===== config.mk =====
export PLATFORM = sky130hd
export DESIGN_NAME = adc_capture_ctrl
export DESIGN_NICKNAME = d
export VERILOG_FILES = /design/src/rtl/adcc_pkg.sv /design/src/rtl/adcc_ctrl.sv /design/src/rtl/adcc_datapath.sv /design/src/rtl/adc_capture_ctrl.sv
export SDC_FILE = /design/constraint.sdc
export NUM_CORES = 1
export LEC_CHECK = 0
export BUFFER_PORTS_ARGS = -buffer_cell sky130_fd_sc_hd__buf_2
export CORE_ASPECT_RATIO = 1.75
export CORE_MARGIN = 3
export CORE_UTILIZATION = 35
export DETAILED_ROUTE_END_ITERATION = 12
export PLACE_DENSITY_LB_ADDON = 0.2
export SYNTH_ARGS = -nofsm -noshare
export SYNTH_HDL_FRONTEND = slang
export SYNTH_SLANG_ARGS = --single-unit

===== constraint.sdc =====
create_clock -name clk -period 3.9 [get_ports clk]
set_input_delay 0.78 -clock clk [delete_from_list [all_inputs] [get_ports clk]]
set_output_delay 0.78 -clock clk [all_outputs]
set_load 0.02 [all_outputs]

===== src/rtl/adcc_pkg.sv =====
package adcc_pkg;

  // Power state reported to the host; values are visible on pwrState.
  typedef enum logic [1:0] {
    PWR_ACTIVE = 2'd0,
    PWR_NAP    = 2'd1,
    PWR_SLEEP  = 2'd2
  } pwr_e;

  typedef enum logic [2:0] {
    ST_IDLE,
    ST_FRAME,
    ST_GAP,
    ST_PD_HI,
    ST_PD_LO,
    ST_WAKE_HI,
    ST_WAKE_LO,
    ST_SETTLE
  } ctrlState_e;

  // Strobes from sequencer to capture datapath.
  typedef struct packed {
    logic frameStart;
    logic sampleBit;
  } ctrlStrobe_t;

  localparam int NAP_PULSES   = 2;
  localparam int SLEEP_PULSES = 4;

endpackage


===== src/rtl/adcc_ctrl.sv =====
module adcc_ctrl
  import adcc_pkg::*;
#(
  parameter int SCK_HALF       = 2,
  parameter int CONV_LOW_MIN   = 4,
  parameter int FRAME_EDGES    = 96,
  parameter int FIRST_EDGE     = 3,
  parameter int WORD_BITS      = 14,
  parameter int MAX_CH         = 6,
  parameter int GAP_W          = 16,
  parameter int SETTLE_W       = 20,
  parameter int SETTLE_DEFAULT = 500000,
  localparam int CH_W          = $clog2(MAX_CH + 1)
) (
  input  logic                clk,
  input  logic                rstN,
  input  logic                runEn,
  input  logic [GAP_W-1:0]    frameGap,
  input  logic [CH_W-1:0]     numCh,
  input  logic                modeReq,
  input  logic [1:0]          modeSel,
  input  logic [SETTLE_W-1:0] settleCycles,
  output logic                convOut,
  output logic                sckOut,
  output logic                busy,
  output pwr_e                pwrState,
  output logic [CH_W-1:0]     numChLat,
  output ctrlStrobe_t         strb
);

  localparam int EDGE_W  = $clog2(FRAME_EDGES + 1);
  localparam int BASE_W  = (SETTLE_W > GAP_W) ? SETTLE_W : GAP_W;
  localparam int TMR_W   = (BASE_W > 8) ? BASE_W + 1 : 9;
  localparam int LOW_LEN = (2 * SCK_HALF > CONV_LOW_MIN) ? 2 * SCK_HALF : CONV_LOW_MIN;

  ctrlState_e        state;
  pwr_e              pwrReg;
  pwr_e              pdTarget;
  logic [TMR_W-1:0]  tmr;
  logic [EDGE_W-1:0] edgeCnt;
  logic [2:0]        pulseCnt;
  logic              wasSleep;
  logic              convReg;
  logic              sckReg;

  logic              halfDone;
  logic              fallNow;
  logic              wakeReq;
  logic              pdReq;
  logic              startFrame;
  logic [EDGE_W-1:0] dataEnd;
  logic [TMR_W-1:0]  gapLen;
  logic [TMR_W-1:0]  settleLen;
  logic [2:0]        pulseTarget;
  logic [CH_W-1:0]   numChEff;

  always_comb begin
    halfDone    = (tmr == TMR_W'(SCK_HALF - 1));
    fallNow     = (state == ST_FRAME) && halfDone && sckReg;
    wakeReq     = (state == ST_IDLE) && modeReq && (pwr_e'(modeSel) == PWR_ACTIVE)
                  && (pwrReg != PWR_ACTIVE);
    pdReq       = (state == ST_IDLE) && modeReq && (pwrReg == PWR_ACTIVE)
                  && ((pwr_e'(modeSel) == PWR_NAP) || (pwr_e'(modeSel) == PWR_SLEEP));
    startFrame  = (state == ST_IDLE) && !wakeReq && !pdReq && runEn
                  && (pwrReg == PWR_ACTIVE);
    dataEnd     = EDGE_W'(FIRST_EDGE) + EDGE_W'(numChLat) * EDGE_W'(WORD_BITS);
    gapLen      = (frameGap < GAP_W'(CONV_LOW_MIN)) ? TMR_W'(CONV_LOW_MIN) : TMR_W'(frameGap);
    settleLen   = (settleCycles == '0) ? TMR_W'(SETTLE_DEFAULT) : TMR_W'(settleCycles);
    pulseTarget = (pdTarget == PWR_NAP) ? 3'(NAP_PULSES) : 3'(SLEEP_PULSES);
    if (numCh == '0)                      numChEff = CH_W'(1);
    else if (numCh > CH_W'(MAX_CH))       numChEff = CH_W'(MAX_CH);
    else                                  numChEff = numCh;
    strb.frameStart = startFrame;
    strb.sampleBit  = fallNow && (edgeCnt >= EDGE_W'(FIRST_EDGE)) && (edgeCnt < dataEnd);
  end

  always_ff @(posedge clk or negedge rstN) begin
    if (!rstN) begin
      state    <= ST_IDLE;
      pwrReg   <= PWR_ACTIVE;
      pdTarget <= PWR_NAP;
      tmr      <= '0;
      edgeCnt  <= '0;
      pulseCnt <= '0;
      wasSleep <= 1'b0;
      convReg  <= 1'b0;
      sckReg   <= 1'b0;
      numChLat <= CH_W'(1);
    end else begin
      case (state)
        ST_IDLE: begin
          tmr <= '0;
          if (wakeReq) begin
            state    <= ST_WAKE_HI;
            sckReg   <= 1'b1;
            wasSleep <= (pwrReg == PWR_SLEEP);
          end else if (pdReq) begin
            state    <= ST_PD_HI;
            convReg  <= 1'b1;
            pulseCnt <= '0;
            pdTarget <= pwr_e'(modeSel);
          end else if (startFrame) begin
            state    <= ST_FRAME;
            convReg  <= 1'b1;
            sckReg   <= 1'b0;
            edgeCnt  <= '0;
            numChLat <= numChEff;
          end
        end
        ST_FRAME: begin
          if (halfDone) begin
            tmr    <= '0;
            sckReg <= ~sckReg;
            if (!sckReg) begin
              edgeCnt <= edgeCnt + 1'b1;
            end else begin
              if (edgeCnt == EDGE_W'(1)) convReg <= 1'b0;
              if (edgeCnt == EDGE_W'(FRAME_EDGES)) state <= ST_GAP;
            end
          end else begin
            tmr <= tmr + 1'b1;
          end
        end
        ST_GAP: begin
          if (tmr == gapLen - 1'b1) begin
            state <= ST_IDLE;
            tmr   <= '0;
          end else begin
            tmr <= tmr + 1'b1;
          end
        end
        ST_PD_HI: begin
          if (tmr == TMR_W'(2 * SCK_HALF - 1)) begin
            state   <= ST_PD_LO;
            convReg <= 1'b0;
            tmr     <= '0;
          end else begin
            tmr <= tmr + 1'b1;
          end
        end
        ST_PD_LO: begin
          if (tmr == TMR_W'(LOW_LEN - 1)) begin
            tmr <= '0;
            if (pulseCnt == pulseTarget - 1'b1) begin
              state  <= ST_IDLE;
              pwrReg <= pdTarget;
            end else begin
              pulseCnt <= pulseCnt + 1'b1;
              state    <= ST_PD_HI;
              convReg  <= 1'b1;
            end
          end else begin
            tmr <= tmr + 1'b1;
          end
        end
        ST_WAKE_HI: begin
          if (halfDone) begin
            state  <= ST_WAKE_LO;
            sckReg <= 1'b0;
            tmr    <= '0;
          end else begin
            tmr <= tmr + 1'b1;
          end
        end
        ST_WAKE_LO: begin
          if (halfDone) begin
            tmr <= '0;
            if (wasSleep) begin
              state <= ST_SETTLE;
            end else begin
              state  <= ST_IDLE;
              pwrReg <= PWR_ACTIVE;
            end
          end else begin
            tmr <= tmr + 1'b1;
          end
        end
        ST_SETTLE: begin
          if (tmr == settleLen - 1'b1) begin
            state  <= ST_IDLE;
            pwrReg <= PWR_ACTIVE;
            tmr    <= '0;
          end else begin
            tmr <= tmr + 1'b1;
          end
        end
        default: state <= ST_IDLE;
      endcase
    end
  end

  assign convOut  = convReg;
  assign sckOut   = sckReg;
  assign busy     = (state != ST_IDLE);
  assign pwrState = pwrReg;


  frame_no_reconv_chk: assert property (@(posedge clk) disable iff (!rstN)
    (state == ST_FRAME && $past(state) == ST_FRAME) |-> !$rose(convOut));


  edge_bound_chk: assert property (@(posedge clk) disable iff (!rstN)
    edgeCnt <= EDGE_W'(FRAME_EDGES));


  pd_sck_quiet_chk: assert property (@(posedge clk) disable iff (!rstN)
    (state == ST_PD_HI || state == ST_PD_LO) |-> !sckOut);


  wake_conv_quiet_chk: assert property (@(posedge clk) disable iff (!rstN)
    (state == ST_WAKE_HI || state == ST_WAKE_LO || state == ST_SETTLE) |-> !convOut);


  idle_pins_low_chk: assert property (@(posedge clk) disable iff (!rstN)
    !busy |-> (!convOut && !sckOut));


  busy_freeze_chk: assert property (@(posedge clk) disable iff (!rstN)
    ($past(busy) && busy && state != ST_IDLE) |-> (pwrState == $past(pwrState)));

endmodule


===== src/rtl/adcc_datapath.sv =====
module adcc_datapath
  import adcc_pkg::*;
#(
  parameter int WORD_BITS = 14,
  parameter int MAX_CH    = 6,
  localparam int CH_W     = $clog2(MAX_CH + 1),
  localparam int BIT_W    = $clog2(WORD_BITS),
  localparam int IDX_W    = (MAX_CH > 1) ? $clog2(MAX_CH) : 1
) (
  input  logic                        clk,
  input  logic                        rstN,
  input  ctrlStrobe_t                 strb,
  input  logic [CH_W-1:0]             numChLat,
  input  logic                        sdoIn,
  output logic [MAX_CH*WORD_BITS-1:0] chData,
  output logic                        dataValid
);

  logic [WORD_BITS-1:0] shiftReg;
  logic [WORD_BITS-1:0] stage [MAX_CH];
  logic [WORD_BITS-1:0] outWord [MAX_CH];
  logic [BIT_W-1:0]     bitCnt;
  logic [IDX_W-1:0]     chIdx;
  logic [WORD_BITS-1:0] newWord;
  logic                 wordDone;
  logic                 publish;

  always_comb begin
    newWord  = {shiftReg[WORD_BITS-2:0], sdoIn};
    wordDone = strb.sampleBit && (bitCnt == BIT_W'(WORD_BITS - 1));
    publish  = wordDone && (CH_W'(chIdx) == numChLat - 1'b1);
  end

  always_ff @(posedge clk or negedge rstN) begin
    if (!rstN) begin
      shiftReg <= '0;
      bitCnt   <= '0;
      chIdx    <= '0;
    end else if (strb.frameStart) begin
      bitCnt <= '0;
      chIdx  <= '0;
    end else if (strb.sampleBit) begin
      shiftReg <= newWord;
      if (wordDone) begin
        bitCnt <= '0;
        if (!publish) chIdx <= chIdx + 1'b1;
      end else begin
        bitCnt <= bitCnt + 1'b1;
      end
    end
  end

  always_ff @(posedge clk or negedge rstN) begin
    if (!rstN) dataValid <= 1'b0;
    else       dataValid <= publish;
  end

  generate
    for (genvar c = 0; c < MAX_CH; c++) begin : g_chan
      always_ff @(posedge clk or negedge rstN) begin
        if (!rstN) begin
          stage[c] <= '0;
        end else if (wordDone && chIdx == IDX_W'(c)) begin
          stage[c] <= newWord;
        end
      end

      always_ff @(posedge clk or negedge rstN) begin
        if (!rstN) begin
          outWord[c] <= '0;
        end else if (publish) begin
          if (IDX_W'(c) < chIdx)       outWord[c] <= stage[c];
          else if (IDX_W'(c) == chIdx) outWord[c] <= newWord;
          else                         outWord[c] <= '0;
        end
      end

      assign chData[c*WORD_BITS +: WORD_BITS] = outWord[c];
    end
  endgenerate


  valid_single_chk: assert property (@(posedge clk) disable iff (!rstN)
    dataValid |=> !dataValid);


  data_hold_chk: assert property (@(posedge clk) disable iff (!rstN)
    !$stable(chData) |-> dataValid);


  chan_index_chk: assert property (@(posedge clk) disable iff (!rstN)
    CH_W'(chIdx) < numChLat);

endmodule


===== src/rtl/adc_capture_ctrl.sv =====
module adc_capture_ctrl
  import adcc_pkg::*;
#(
  parameter int SCK_HALF       = 2,
  parameter int CONV_LOW_MIN   = 4,
  parameter int FRAME_EDGES    = 96,
  parameter int FIRST_EDGE     = 3,
  parameter int WORD_BITS      = 14,
  parameter int MAX_CH         = 6,
  parameter int GAP_W          = 16,
  parameter int SETTLE_W       = 20,
  parameter int SETTLE_DEFAULT = 500000,
  localparam int CH_W          = $clog2(MAX_CH + 1)
) (
  input  logic                        clk,
  input  logic                        rstN,
  input  logic                        runEn,
  input  logic [GAP_W-1:0]            frameGap,
  input  logic [CH_W-1:0]             numCh,
  input  logic                        modeReq,
  input  logic [1:0]                  modeSel,
  input  logic [SETTLE_W-1:0]         settleCycles,
  input  logic                        adcSdo,
  output logic                        adcConv,
  output logic                        adcSck,
  output logic [MAX_CH*WORD_BITS-1:0] chData,
  output logic                        dataValid,
  output logic                        busy,
  output logic [1:0]                  pwrState
);

  ctrlStrobe_t     strb;
  logic [CH_W-1:0] numChLat;
  pwr_e            pwrInt;

  adcc_ctrl #(
    .SCK_HALF(SCK_HALF), .CONV_LOW_MIN(CONV_LOW_MIN), .FRAME_EDGES(FRAME_EDGES),
    .FIRST_EDGE(FIRST_EDGE), .WORD_BITS(WORD_BITS), .MAX_CH(MAX_CH),
    .GAP_W(GAP_W), .SETTLE_W(SETTLE_W), .SETTLE_DEFAULT(SETTLE_DEFAULT)
  ) u_ctrl (
    .clk(clk), .rstN(rstN), .runEn(runEn), .frameGap(frameGap), .numCh(numCh),
    .modeReq(modeReq), .modeSel(modeSel), .settleCycles(settleCycles),
    .convOut(adcConv), .sckOut(adcSck), .busy(busy), .pwrState(pwrInt),
    .numChLat(numChLat), .strb(strb)
  );

  adcc_datapath #(
    .WORD_BITS(WORD_BITS), .MAX_CH(MAX_CH)
  ) u_dp (
    .clk(clk), .rstN(rstN), .strb(strb), .numChLat(numChLat), .sdoIn(adcSdo),
    .chData(chData), .dataValid(dataValid)
  );

  assign pwrState = pwrInt;

endmodule


* Word level (Yosys, flattened, before mapping)
Cells that the tools add are included.
Cells by class: eq/ne operators 53, reductions and logical operators 52, multiply operators 1, multiplexer cells 77, bitwise operators 4, $add $sub $neg 10, magnitude comparators 10
Operator list (number):
- 2-to-1 mux 14 bit | 12
- one-hot mux 21 bit (5 select lines) | 1
- 2-to-1 mux 21 bit | 4
- 2-to-1 mux 3 bit | 24
- equality test 21 bit | 2
- subtractor 21 x 1 -> 21 bit, second input constant | 2
- 2-to-1 mux 7 bit | 5
- one-hot mux 3 bit (8 select lines) | 1
- inequality test 2 x 1 -> 1 bit, second input constant | 11
- adder 21 x 1 -> 21 bit, second input constant | 1
- equality test 21 x 1 -> 1 bit, second input constant | 1
- equality test 21 x 2 -> 1 bit, second input constant | 1
- logical AND 1 bit | 21
- logical NOT 20 bit | 1
- 2-to-1 mux 20 bit | 1
- equality test 3 bit, second input constant | 6
- < comparator 16 x 3 -> 1 bit, second input constant | 1
- 2-to-1 mux 16 bit | 1
- inequality test 2 bit, second input constant | 8
- 2-to-1 mux 1 bit | 14
- one-hot mux 7 bit (2 select lines) | 1
- equality test 3 x 2 -> 1 bit, second input constant | 4
- 2-to-1 mux 2 bit | 6
- 2-to-1 mux 4 bit | 3
- 46 further kinds | 75
Word-level totals: bits in registers 233, output and inout bits 90, bits of input ports 46, word-level logic and storage cells 233

* Depth between registers and ports, before layout
Gate-level depths: netlist (run 1).
word-level depth 13, gate-level depth with buffers 17, mapped depth without buffers 13

* Modules after synthesis
A second synthesis (run 1) with hierarchy kept.
Unflattened totals: cell total of the unflattened synthesis 1300, area, all modules 13417.9 um^2
Modules (own cells, without submodules):
- adcc_datapath | cells each 758, area an instance 9001.1 um^2, seq. area each 4729.5 um^2, times used 1
- adcc_ctrl | cells each 542, area an instance 4416.7 um^2, seq. area each 1103.6 um^2, times used 1

* Worst setup path before layout (run 1)
No wires, ideal clock.
path type input-to-reg, start input port frameGap[10], end register u_ctrl.tmr[10], buffers on the path 4, cell stages on the path 17, slack -0.606 ns, setup time 0.139 ns, data arrival time 4.368 ns, required time 3.761 ns, cells stage by stage or4_1 > buf_2 > nor4_4 > buf_4 > nand2_1 > nand2_1 > ha_1 > or3b_2 > clkbuf_1 > o41ai_1 > o2111ai_1 > nor4b_1 > nand3_1 > or4_4 > a21oi_2 > clkbuf_4 > a211oi_1
On the way: cells in the longest elaborated chain, start to end 6
RTL lines:
- start: declaration | line adc_capture_ctrl.sv:18 | input logic [GAP_W-1:0] frameGap,
- < comparator 16 x 3 -> 1 bit | line adcc_ctrl.sv:67 | gapLen = (frameGap < GAP_W'(CONV_LOW_MIN)) ? TMR_W'(CONV_LOW_MIN) : TMR_W'(frameGap);
- 2-to-1 mux 16 bit (*) | line adcc_ctrl.sv:67
- subtractor 21 x 1 -> 21 bit (*) | line adcc_ctrl.sv:125 | if (tmr == gapLen - 1'b1) begin
- equality test 21 bit (*) | line adcc_ctrl.sv:125
- 2-to-1 mux 21 bit (*) | line adcc_ctrl.sv:125
- one-hot mux 21 bit (5 select lines) (*) | line adcc_ctrl.sv:90 | case (state)
- end signal: assignment | line adcc_ctrl.sv:121 | tmr <= tmr + 1'b1;
- end signal: assignment | line adcc_ctrl.sv:129 | tmr <= tmr + 1'b1;
- end signal: assignment | line adcc_ctrl.sv:138 | tmr <= tmr + 1'b1;
- end: declaration | line adcc_ctrl.sv:39 | logic [TMR_W-1:0] tmr;
Every way passes the cells marked *; elsewhere a longest branch is shown, timed or not. A chain may end at the register's enable or synchronous reset.

* Worst setup path after layout (run 1)
start register u_ctrl.numChLat[0], end register u_dp.stage[65] (netlist bit)
On the way: cells in the longest elaborated chain, start to end 6
RTL lines:
- start: declaration | line adcc_ctrl.sv:27 | output logic [CH_W-1:0] numChLat,
- start signal: assignment | line adcc_ctrl.sv:107 | numChLat <= numChEff;
- multiplier 3 x 3 -> 6 bit | line adcc_ctrl.sv:66 | dataEnd = EDGE_W'(FIRST_EDGE) + EDGE_W'(numChLat) * EDGE_W'(WORD_BITS);
- adder 2 x 7 -> 7 bit | line adcc_ctrl.sv:66
- < comparator 7 bit | line adcc_ctrl.sv:74 | strb.sampleBit = fallNow && (edgeCnt >= EDGE_W'(FIRST_EDGE)) && (edgeCnt < dataEnd);
- logical AND 1 bit | line adcc_ctrl.sv:74
- logical AND 1 bit | line adcc_datapath.sv:30 | wordDone = strb.sampleBit && (bitCnt == BIT_W'(WORD_BITS - 1));
- logical AND 1 bit | line adcc_datapath.sv:63 | end else if (wordDone && chIdx == IDX_W'(c)) begin
- end signal: indexed assignment | line adcc_datapath.sv:64 | stage[c] <= newWord;
- end: declaration | line adcc_datapath.sv:20 | logic [WORD_BITS-1:0] stage [MAX_CH];
No other way between the ends.

==> reports/results.tsv, run 1 <==
metric	value	unit
status	finished, final reports clean	
core area	35300	sq um
Mapped Area	12500	sq um
routed vias	10280	
post-synth net total	1342	
worst hold path type	in -> async	
pin count of the biggest net entering global routing	91	
async set-reset flop share out of synthesis	1.00	
Reg clk slew, reported paths	0.07	ns
total power per unit cell area	481	nW/um^2
fin cells	1898	
max-slew violations	0	
DRC	0	
most frequent cells in the layout	dfrtp_1 (231), buf_2 (134), nor2_1 (121)	
total gr overflow	0	
largest family of logic cells by synthesized area	simple AND/OR/NAND/NOR gates	
GPL Wtd Cong	0.862	
adder-cell area share of the yosys netlist	0.0317	
Req. time, crit path	4.30	ns
Die X-Extent	149	um
Worst R2R Path Depth	12	
slowest stage delay, CP	0.56	ns
vias in the first global route	10167	
CP max-delay cell	fa_2	
reg-to-reg startpoint	u_ctrl.numChLat[0]$_DFFE_PN1P_	
Worst VDD drop	0.000309	V
H-tree levels	1	
Num CTS Buffers	23	
antenna violations before repair	0	
worst-margin pin slew	0.859	ns
NetSw	0.00268	W
Slew headroom	0.427	
Avg Cell Area, Syn	9.91	sq um
CP Max Fanout	19	
Post-Synth Simple-Gate Area	0.170	
Reg-to-Reg End	u_dp.stage[65]$_DFFE_PN0P_	
register bit count reported by yosys	233	
setup slack, reg-to-reg	0.11	ns
leading cell type in the layout, fill and taps excluded	dfrtp_1	
area delta synth->final	21.5	%
Placed Cells	1840	
DRT Pass-1 Iters	5	
clock network power share	0.302	
Cell Chain, Critical Path	fa_1 > ha_2 > fa_2 > xor2_1 > ha_1 > a21o_1 > a21o_2 > a21oi_2 > buf_12 > and4_1 > buf_12 > mux2_2	
routed vias/inst	5.42	
yosys warns	0	
layout cells sized above 1	0.283	
Clk Tree Root Cell	clkbuf_16	
Ports	136	
Syn Inst Count	1266	
CP Class	reg -> reg	
CP Capture Type	flop	
CTS Hold Bufs	0	
wire per inst	19.1	um
Worst Skew	0.0200	ns
final period utilization	0.971	
HPWL Detailed	25.8	mm
worst skew pair latency	0.53	ns
Final Net Count	1493	
Global Route Usage Sum	0.182	
chip height	256	um
final wirelength	36.3	mm
FMAX	264	MHz
MaxCap Viol Count	0	
# diodes	0	
Worst Path Arrival	4.18	ns
synth unique cells	79	
Die ar.	38200	sq um
initial drt markers	548	
antenna viol nets, final	0	
Pint	0.00465	W
Sw Ratio	0.366	
CP Launch Type	flop	
Final setup violation count	0	
CP most frequent cell	buf_12	
Buffers on Ports	135	
fin crit period	3.79	ns
top_reg_cell synth	dfrtp_1	
final core occ	0.432	
Cell Rows	91	
sequential group share of total power	0.390	
Logic pwr share	0.308	
CTS tree	done	
Compound-Gate Fraction of Synth Area	0.150	
unrepaired setup endpoints after global routing	yes	
mux cell area share after synthesis	0.0903	
Leakage	6.90	nW
Sink Count	233	
final hold vios	0	
CTS max path bufs	3	
first-pass GRT wire length	56.2	mm
Post-Synth XOR/XNOR Area	0.0494	
Initial Util	0.355	
Seq/Total Area, Yosys	0.465	
EDFF count, synth	0	
## metal layers
metal | wire length [um] | global-route usage | up-vias | part of all wire
met5 | 0 | 0 | - | 0
met4 | 1100 | 0.0659 | 0 | 0.030
met3 | 1340 | 0.0210 | 58 | 0.037
met2 | 20300 | 0.348 | 229 | 0.56
met1 | 13500 | 0.202 | 5093 | 0.37
li1 | - | - | 4900 | -
## power by group through the flow
stage,registers [W],clock network (W),logic [W]
2_1_floorplan,0.00273,0,0.00156
3_3_place_gp,0.00290,0,0.00222
3_5_place_dp,0.00290,0,0.00226
4_1_cts,0.00285,0.00227,0.00226
5_1_grt,0.00289,0.00237,0.00253
6_report,0.00286,0.00221,0.00226
## state kept, by name (all words and copies together), names as in the netlist, 2 cells and up
name             count
u_dp.chData         84
u_dp.stage          84
u_ctrl.tmr          21
u_dp.shiftReg       13
u_ctrl.edgeCnt       7
u_dp.bitCnt          4
u_ctrl.numChLat      3
u_ctrl.pulseCnt      3
u_ctrl.state         3
u_dp.chIdx           3
u_ctrl.pdTarget      2
u_ctrl.pwrState      2
## worst max path at each step
stage                                         from  cells after the start                         end
detailed placement                    frameGap[10]                     15     u_ctrl.tmr[7]$_DFF_PN0_
global route        u_ctrl.numChLat[0]$_DFFE_PN1P_                     12  u_dp.stage[65]$_DFFE_PN0P_
CTS                 u_ctrl.numChLat[0]$_DFFE_PN1P_                     14  u_dp.stage[65]$_DFFE_PN0P_
global placement                      frameGap[10]                     15     u_ctrl.tmr[7]$_DFF_PN0_
finish              u_ctrl.numChLat[0]$_DFFE_PN1P_                     12  u_dp.stage[65]$_DFFE_PN0P_
floorplan                             frameGap[10]                     17    u_ctrl.tmr[10]$_DFF_PN0_
## final cells by class
type | instances | area, sq um
clock buffers | 32 | 629
clock inverters | 9 | 104
fillers | 3450 | 20000
inverters | 30 | 113
multi-input cells | 901 | 6270
flip-flops and latches | 233 | 5830
well taps | 465 | 582
repair buffers | 228 | 1720
## cells in the mapped netlist (all sizes together) (3+ instances only)
| master | number | area, sq um |
|---|---|---|
| a2bb2oi | 3 | 26.3 |
| nor2 | 122 | 458 |
| dfrtp | 231 | 5780 |
| or3 | 14 | 87.6 |
| and4 | 6 | 52.6 |
| ha | 27 | 338 |
| nand2 | 89 | 334 |
| a311oi | 4 | 35.0 |
| nor3 | 23 | 125 |
| or4 | 11 | 90.1 |
| fa | 3 | 60.1 |
| and3 | 14 | 87.6 |
| xnor2 | 32 | 280 |
| a21o | 9 | 67.6 |
| xor2 | 36 | 315 |
| and2 | 3 | 18.8 |
| o31ai | 4 | 30.0 |
| clkbuf | 75 | 287 |
| nor4 | 15 | 124 |
| nor3b | 5 | 42.5 |
| buf | 27 | 151 |
| nor2b | 6 | 37.5 |
| a31oi | 49 | 307 |
| nand3 | 67 | 335 |
| o21ai | 28 | 144 |
| mux2 | 98 | 1100 |
| nand2b | 8 | 50.1 |
| a22oi | 45 | 338 |
| mux2i | 3 | 30.0 |
| o311ai | 4 | 35.0 |
| o32ai | 4 | 42.6 |
| o2111ai | 3 | 26.3 |
| a211oi | 28 | 210 |
| or2 | 7 | 43.8 |
| inv | 29 | 109 |
| a21oi | 68 | 344 |
| a2111oi | 8 | 101 |
| o22ai | 3 | 25.0 |
| nand4 | 24 | 163 |
## critical path, delay by kind of cell (launching register included)
family          cells  cell delay [ns]
xor+xnor            1             0.14
buf+inv             2             0.33
mux                 1             0.34
compound gates      3             0.64
flops               1             0.54
fa+ha+maj           4             1.40
simple gates        1             0.24
## logic make-up (layout without fill, tap and decap cells)
kind of cell	Yosys count	after routing
simple gates	423	423
compound gates	278	278
flops	233	233
buf+inv	132	299
mux	101	101
xor+xnor	69	69
fa+ha+maj	30	30
## what timing repair did
action / in CTS / in global routing
resized for setup: 0 / 24
setup endpoints to repair: 0 / 143
setup buffers: 0 / 10
## metrics by stage
stage	power, W	setup slack [ns]	area (sq um)	TNS, ns	hold slack (ns)
2_1_floorplan	0.00429	-0.456	12600	-9.91	0.465
3_3_place_gp	0.00511	-0.407	14200	-8.87	0.483
3_5_place_dp	0.00515	-0.453	14200	-9.91	0.492
4_1_cts	0.00738	0.0317	14900	0	0.279
5_1_grt	0.00779	-0.0456	15200	-0.724	0.301
6_report	0.00733	0.114	15200	0	0.241
No activity file was read; power rests on OpenSTA's default activity.
==> run 2, diff against run 1 <==
- BUFFER_PORTS_ARGS: -buffer_cell sky130_fd_sc_hd__buf_2 -> not set
- DONT_BUFFER_PORTS: not set -> 1
==> run 2 against run 1 <==
Against the previous run:
- hold slack got worse by 0.28 ns
- highest routed layer unchanged
- the run now ends with negative hold slack left
- critical path type unchanged
- flip-flop and latch count unchanged
- first-iteration DRC count decreased by 26%
- critical endpoint is now u_dp.stage[66]$_DFFE_PN0P_
- global-route usage decreased by 0.15 points
- largest cell class unchanged
- critical path depth increased by 1
==> reports/results.tsv, run 2 (synthesis results as in run 1) <==
metric	value	unit	change
final wirelength	36.3	mm	about the same
Worst Path Arrival	4.29	ns	was 4.18 ns
total power per unit cell area	504	nW/um^2	was 481 nW/um^2
Worst VDD drop	0.000343	V	was 0.000309 V
setup slack at placement	-0.349	ns	was -0.453 ns
placed inst area	13300	sq um	was 14,200 sq um
routed vias/inst	5.56		was 5.42
Final setup violation count	0		unchanged
CP Capture Type	flop		unchanged
Final WS setup	0.0104	ns	was 0.114 ns
Die ar.	38200	sq um	unchanged
DRC	0		unchanged
antenna viol nets, final	0		unchanged
FMAX	257	MHz	was 264 MHz
Leakage	6.16	nW	was 6.90 nW
DRT Pass-1 Iters	6		was 5
Global Route Usage Sum	0.180		was 0.182
leading cell type in the layout, fill and taps excluded	dfrtp_1		unchanged
core area	35300	sq um	unchanged
Hold WS	-0.0380	ns	was 0.241 ns
final hold vios	33		was 0
worst hold path type	in -> async		unchanged
# diodes	0		unchanged
number of fill cells	3501		was 3,450
Worst R2R Path Depth	13		was 12
register area	5830	sq um	unchanged
layout cells sized above 1	0.195		was 0.283
Req. time, crit path	4.30	ns	about the same
routed vias	9678		was 10,280
status	complete, but fails checks		was finished, final reports clean
Ports	136		unchanged
final instance area	14400	sq um	was 15,200 sq um
overall power after layout	0.00727	W	was 0.00733 W
CTS max path bufs	3		unchanged
CP Launch Type	flop		unchanged
Placed Cells	1686		was 1,840
area delta synth->final	15.1	%	was 21.5%
wire per inst	20.9	um	was 19.1 um
setup slack, reg-to-reg	0.01	ns	was 0.11 ns
Final Net Count	1340		was 1,493
fin crit period	3.89	ns	was 3.79 ns
fin cells	1742		was 1,898
max-slew violations	0		unchanged
final period utilization	0.997		was 0.971
Clk Tree Root Cell	clkbuf_16		unchanged
antenna violations before repair	0		unchanged
pin count of the biggest net entering global routing	234		was 91
CP Class	reg -> reg		unchanged
Worst Skew	0.00810	ns	was 0.0200 ns
area of the multi-input gates	6260	sq um	was 6270 sq um
reg-to-reg startpoint	u_ctrl.numChLat[0]$_DFFE_PN1P_		unchanged
chip height	256	um	unchanged
most frequent cells in the layout	dfrtp_1 (231), nor2_1 (121), mux2_2 (98)		was dfrtp_1 (231), buf_2 (134), nor2_1 (121)
Initial Util	0.355		unchanged
initial drt markers	408		was 548
Reg clk slew, reported paths	0.06	ns	was 0.07 ns
Buffers on Ports	0		was 135
Sink Count	233		unchanged
H-tree levels	1		unchanged
MaxCap Viol Count	0		unchanged
Reg-to-Reg End	u_dp.stage[66]$_DFFE_PN0P_		was u_dp.stage[65]$_DFFE_PN0P_
first-pass GRT wire length	55.6	mm	was 56.2 mm
HPWL Detailed	24.8	mm	was 25.8 mm
worst skew pair latency	0.52	ns	was 0.53 ns
total gr overflow	0		unchanged
CP Max Fanout	16		was 19
failing checks	negative hold slack		
Cell Rows	91		unchanged
vias in the first global route	9704		was 10,167
Num CTS Buffers	24		was 23
Slew headroom	0.415		was 0.427
CTS tree	done		unchanged
GPL Wtd Cong	0.863		was 0.862
worst-margin pin slew	0.877	ns	was 0.859 ns
unrepaired setup endpoints after global routing	yes		unchanged
Die X-Extent	149	um	unchanged
## run 2: per-layer routing
metal  vias to the layer above  global-route usage  routed length [um]  part of all wire
li1                       4582                   -                   -                 -
met1                      4849               0.197               13200              0.36
met2                       195               0.347               20400              0.56
met3                        52              0.0309                1740             0.048
met4                         0              0.0540                 950             0.026
met5                         -                   0                   0                 0
## run 2: worst max-delay path by stage
stage | from | cells after the start | slack [ns] | to
after floorplan | frameGap[10] | 17 | -0.46 | u_ctrl.tmr[10]$_DFF_PN0_
after detailed placement | frameGap[10] | 14 | -0.35 | u_ctrl.tmr[4]$_DFF_PN0_
after global routing | u_ctrl.numChLat[0]$_DFFE_PN1P_ | 17 | -0.15 | u_dp.chData[52]$_DFFE_PN0N_
final | u_ctrl.numChLat[0]$_DFFE_PN1P_ | 13 | 0.01 | u_dp.stage[66]$_DFFE_PN0P_
after global placement | frameGap[10] | 14 | -0.27 | u_ctrl.tmr[7]$_DFF_PN0_
after CTS | u_ctrl.numChLat[0]$_DFFE_PN1P_ | 15 | 0.03 | u_dp.chData[3]$_DFFE_PN0N_
## run 2: layout make-up
cell class	instances	area share
multi-input combinational	901	0.433
clock inverter	4	0.00338
clock buffer	35	0.0487
tap	465	0.0403
inverter	30	0.00780
timing repair buffer	74	0.0625
sequential	233	0.404
## run 2: power by group
group | leakage (nW) | internal (W) | switching (W)
sequential | 3.18 | 0.00255 | 0.000255
combinational | 2.61 | 0.000826 | 0.00139
clock | 0.370 | 0.00131 | 0.000942
total | 6.16 | 0.00468 | 0.00259
## run 2: critical path: stages (launching register included)
cell and delay [ns]:
dfstp_2 0.54, fa_1 0.39, ha_2 0.20, fa_1 0.51
buf_4 0.16, xor2_1 0.15, ha_1 0.26, a21o_1 0.15
a21o_2 0.26, a21oi_2 0.20, buf_12 0.17, and4_1 0.24
buf_12 0.16, mux2_2 0.35
## run 2: repair_timing
item                       CTS  global route
setup buffers                0             6
hold endpoints to repair   231           159
resized for setup            0            23
setup endpoints to repair    0           165
## run 2: through the flow
step / hold slack [ns] / setup TNS (ns) / util
3_3_place_gp: 0.477 / -5.81 / 0.377
4_1_cts: -0.0609 / 0 / 0.399
2_1_floorplan: 0.465 / -9.91 / -
6_report: -0.0380 / 0 / 0.409
3_5_place_dp: 0.492 / -7.49 / 0.377
5_1_grt: -0.0686 / -10.41 / 0.409
==> run 3, diff against run 2 <==
- CORE_ASPECT_RATIO: 1.75 -> 0.9
==> run 3 against run 2 <==
Against the previous run:
- sequential power down 2%
- count of clock-buffer cells in the layout up 3
- hold slack better by 0.13 ns
- cell area up 0.11%
- wire length down 4.2%
- critical path depth up 3
- largest cell class unchanged
- maximum frequency up 1.4%
- the run now ends clean
- non-clock buffer count down 9
- combinational power about the same
- worst setup slack better by 0.054 ns
- via count about the same
==> reports/results.tsv, run 3 (synthesis results as in run 1) <==
metric	value	unit	change
MaxCap Viol Count	0		unchanged
CP Buf/Inv Count	5		was 3
Req. time, crit path	4.32	ns	was 4.30 ns
crit path launch	u_ctrl.numChLat[0]$_DFFE_PN1P_		unchanged
setup TNS	0	ns	unchanged
Slew headroom	0.466		was 0.415
Final Net Count	1333		was 1,340
sequential group share of total power	0.372		was 0.386
CP Launch Type	flop		unchanged
CTS max path bufs	3		unchanged
Buffers on Ports	0		unchanged
CP max-delay cell	dfstp_2		unchanged
Clk Tree Root Cell	clkbuf_16		unchanged
met1 Use GR	0.257		was 0.197
Num CTS Buffers	26		was 24
area of the multi-input gates	6260	sq um	about the same
DRC	0		unchanged
Initial Util	0.356		was 0.355
Die X-Extent	206	um	was 149 um
Ports	136		unchanged
Worst R2R Path Depth	16		was 13
chip height	186	um	was 256 um
Die ar.	38200	sq um	about the same
max-slew violations	0		unchanged
setup slack, reg-to-reg	0.06	ns	was 0.01 ns
core area	35200	sq um	was 35,300 sq um
Final WS setup	0.0645	ns	was 0.0104 ns
worst-margin pin slew	0.799	ns	was 0.877 ns
final instance area	14500	sq um	was 14,400 sq um
Sink Count	233		unchanged
Worst VDD drop	0.000322	V	was 0.000343 V
unrepaired setup endpoints after global routing	yes		unchanged
pin count of the biggest net entering global routing	234		unchanged
family with the most delay on the worst path	adder cells		unchanged
GR peak layer	met1		was met2
Leakage	6.16	nW	about the same
CTS tree	done		unchanged
CP Max Fanout	7		was 16
total power per unit cell area	510	nW/um^2	was 504 nW/um^2
H-tree levels	1		unchanged
wire per inst	20.0	um	was 20.9 um
HPWL Detailed	22.2	mm	was 24.8 mm
Reg-to-Reg End	u_dp.chData[37]$_DFFE_PN0N_		was u_dp.stage[66]$_DFFE_PN0P_
total gr overflow	0		unchanged
register area	5830	sq um	unchanged
fin crit period	3.84	ns	was 3.89 ns
Reg clk slew, reported paths	0.06	ns	about the same
area delta synth->final	15.2	%	was 15.1%
vias in the first global route	9104		was 9,704
Global Route Usage Sum	0.171		was 0.180
antenna violations before repair	0		unchanged
Cell Chain, Critical Path	fa_1 > ha_2 > fa_1 > nand4_1 > nor2_1 > xor2_1 > ha_2 > a211oi_2 > nand3_2 > buf_6 > a2111oi_4 > buf_4 > buf_12 > buf_4 > clkbuf_16 > a31oi_1		was fa_1 > ha_2 > fa_1 > buf_4 > xor2_1 > ha_1 > a21o_1 > a21o_2 > a21oi_2 > buf_12 > and4_1 > buf_12 > mux2_2
routed vias	9684		was 9,678
status	finished, final reports clean		was complete, but fails checks
Cell Rows	65		was 91
Worst Path Arrival	4.26	ns	was 4.29 ns
final wirelength	34.8	mm	was 36.3 mm
M2 GR Usage	0.256		was 0.347
reg-to-reg startpoint	u_ctrl.numChLat[0]$_DFFE_PN1P_		unchanged
antenna viol nets, final	0		unchanged
worst hold path type	in -> async		unchanged
number of fill cells	3456		was 3,501
# diodes	0		unchanged
GPL Wtd Cong	0.826		was 0.863
Pint	0.00474	W	was 0.00468 W
final hold vios	0		was 33
first-pass GRT wire length	53.0	mm	was 55.6 mm
CP Class	reg -> reg		unchanged
placed inst area	13200	sq um	was 13,300 sq um
Logic pwr share	0.299		was 0.305
CP Capture Type	flop		unchanged
leading cell type in the layout, fill and taps excluded	dfrtp_1		unchanged
Worst Skew	0.0226	ns	was 0.00810 ns
NetSw	0.00262	W	was 0.00259 W
Final setup violation count	0		unchanged
initial drt markers	715		was 408
Sw Ratio	0.356		about the same
worst skew pair latency	0.55	ns	was 0.52 ns
setup slack at placement	-0.203	ns	was -0.349 ns
FMAX	261	MHz	was 257 MHz
clock network power share	0.329		was 0.309
layout cells sized above 1	0.192		was 0.195
GRT met3 Usage	0.0381		was 0.0309
final core occ	0.411		was 0.409
final period utilization	0.983		was 0.997
routed vias/inst	5.56		about the same
most frequent cells in the layout	dfrtp_1 (231), nor2_1 (117), mux2_2 (98)		was dfrtp_1 (231), nor2_1 (121), mux2_2 (98)
DRT Pass-1 Iters	5		was 6
slowest stage delay, CP	0.55	ns	was 0.54 ns
-- run 3: per-layer routing --
layer | routed length, um | part of all wire
met5 | 0 | 0
met3 | 2320 | 0.067
met2 | 15000 | 0.43
met4 | 446 | 0.013
met1 | 17000 | 0.49
-- run 3: worst register-to-register path, cell delays in order (launching register included) --
cell and delay [ns]:
dfstp_2 0.55, fa_1 0.40, ha_2 0.20, fa_1 0.54
nand4_1 0.10, nor2_1 0.13, xor2_1 0.11, ha_2 0.19
a211oi_2 0.18, nand3_2 0.13, buf_6 0.16, a2111oi_4 0.26
buf_4 0.21, buf_12 0.18, buf_4 0.16, clkbuf_16 0.14
a31oi_1 0.08
-- run 3: per-stage QoR --
| step | total power, W | std cells | hold WS [ns] |
|---|---|---|---|
| 3_3_place_gp | 0.00487 | 1681 | 0.488 |
| 6_report | 0.00737 | 1742 | 0.0896 |
| 2_1_floorplan | 0.00429 | 1266 | 0.465 |
| 3_5_place_dp | 0.00489 | 1681 | 0.493 |
| 5_1_grt | 0.00781 | 1742 | 0.0623 |
| 4_1_cts | 0.00736 | 1725 | -0.0728 |
-- run 3: power by group through the flow --
stage,clock network (W),registers (W),logic [W]
6_report,0.00243,0.00274,0.00220
5_1_grt,0.00258,0.00276,0.00247
4_1_cts,0.00250,0.00274,0.00213
3_5_place_dp,0,0.00278,0.00211
3_3_place_gp,0,0.00277,0.00209
2_1_floorplan,0,0.00273,0.00156
-- run 3: how the worst max path moves through the flow --
stage | endpoint | depth (start not counted) | slack, ns
2_1_floorplan | u_ctrl.tmr[10]$_DFF_PN0_ | 17 | -0.46
3_3_place_gp | u_ctrl.tmr[7]$_DFF_PN0_ | 14 | -0.20
5_1_grt | u_dp.chData[79]$_DFFE_PN0N_ | 16 | -0.08
3_5_place_dp | u_ctrl.tmr[7]$_DFF_PN0_ | 14 | -0.20
6_report | u_dp.chData[37]$_DFFE_PN0N_ | 16 | 0.06
4_1_cts | u_dp.chData[34]$_DFFE_PN0N_ | 15 | 0.06
-- run 3: repair_timing --
item,in CTS,in global routing
setup buffers,0,6
hold endpoints to repair,231,124
resized for setup,0,18
endpoints found under the setup margin,0,111
-- run 3: layout make-up --
class / instances / area share
Timing Repair Buffer: 65 / 0.0577
Sequential cell: 233 / 0.403
Tap cell: 469 / 0.0406
Multi-Input combinational cell: 901 / 0.433
Inverter: 30 / 0.00779
Clock buffer: 38 / 0.0509
Clock inverter: 6 / 0.00632
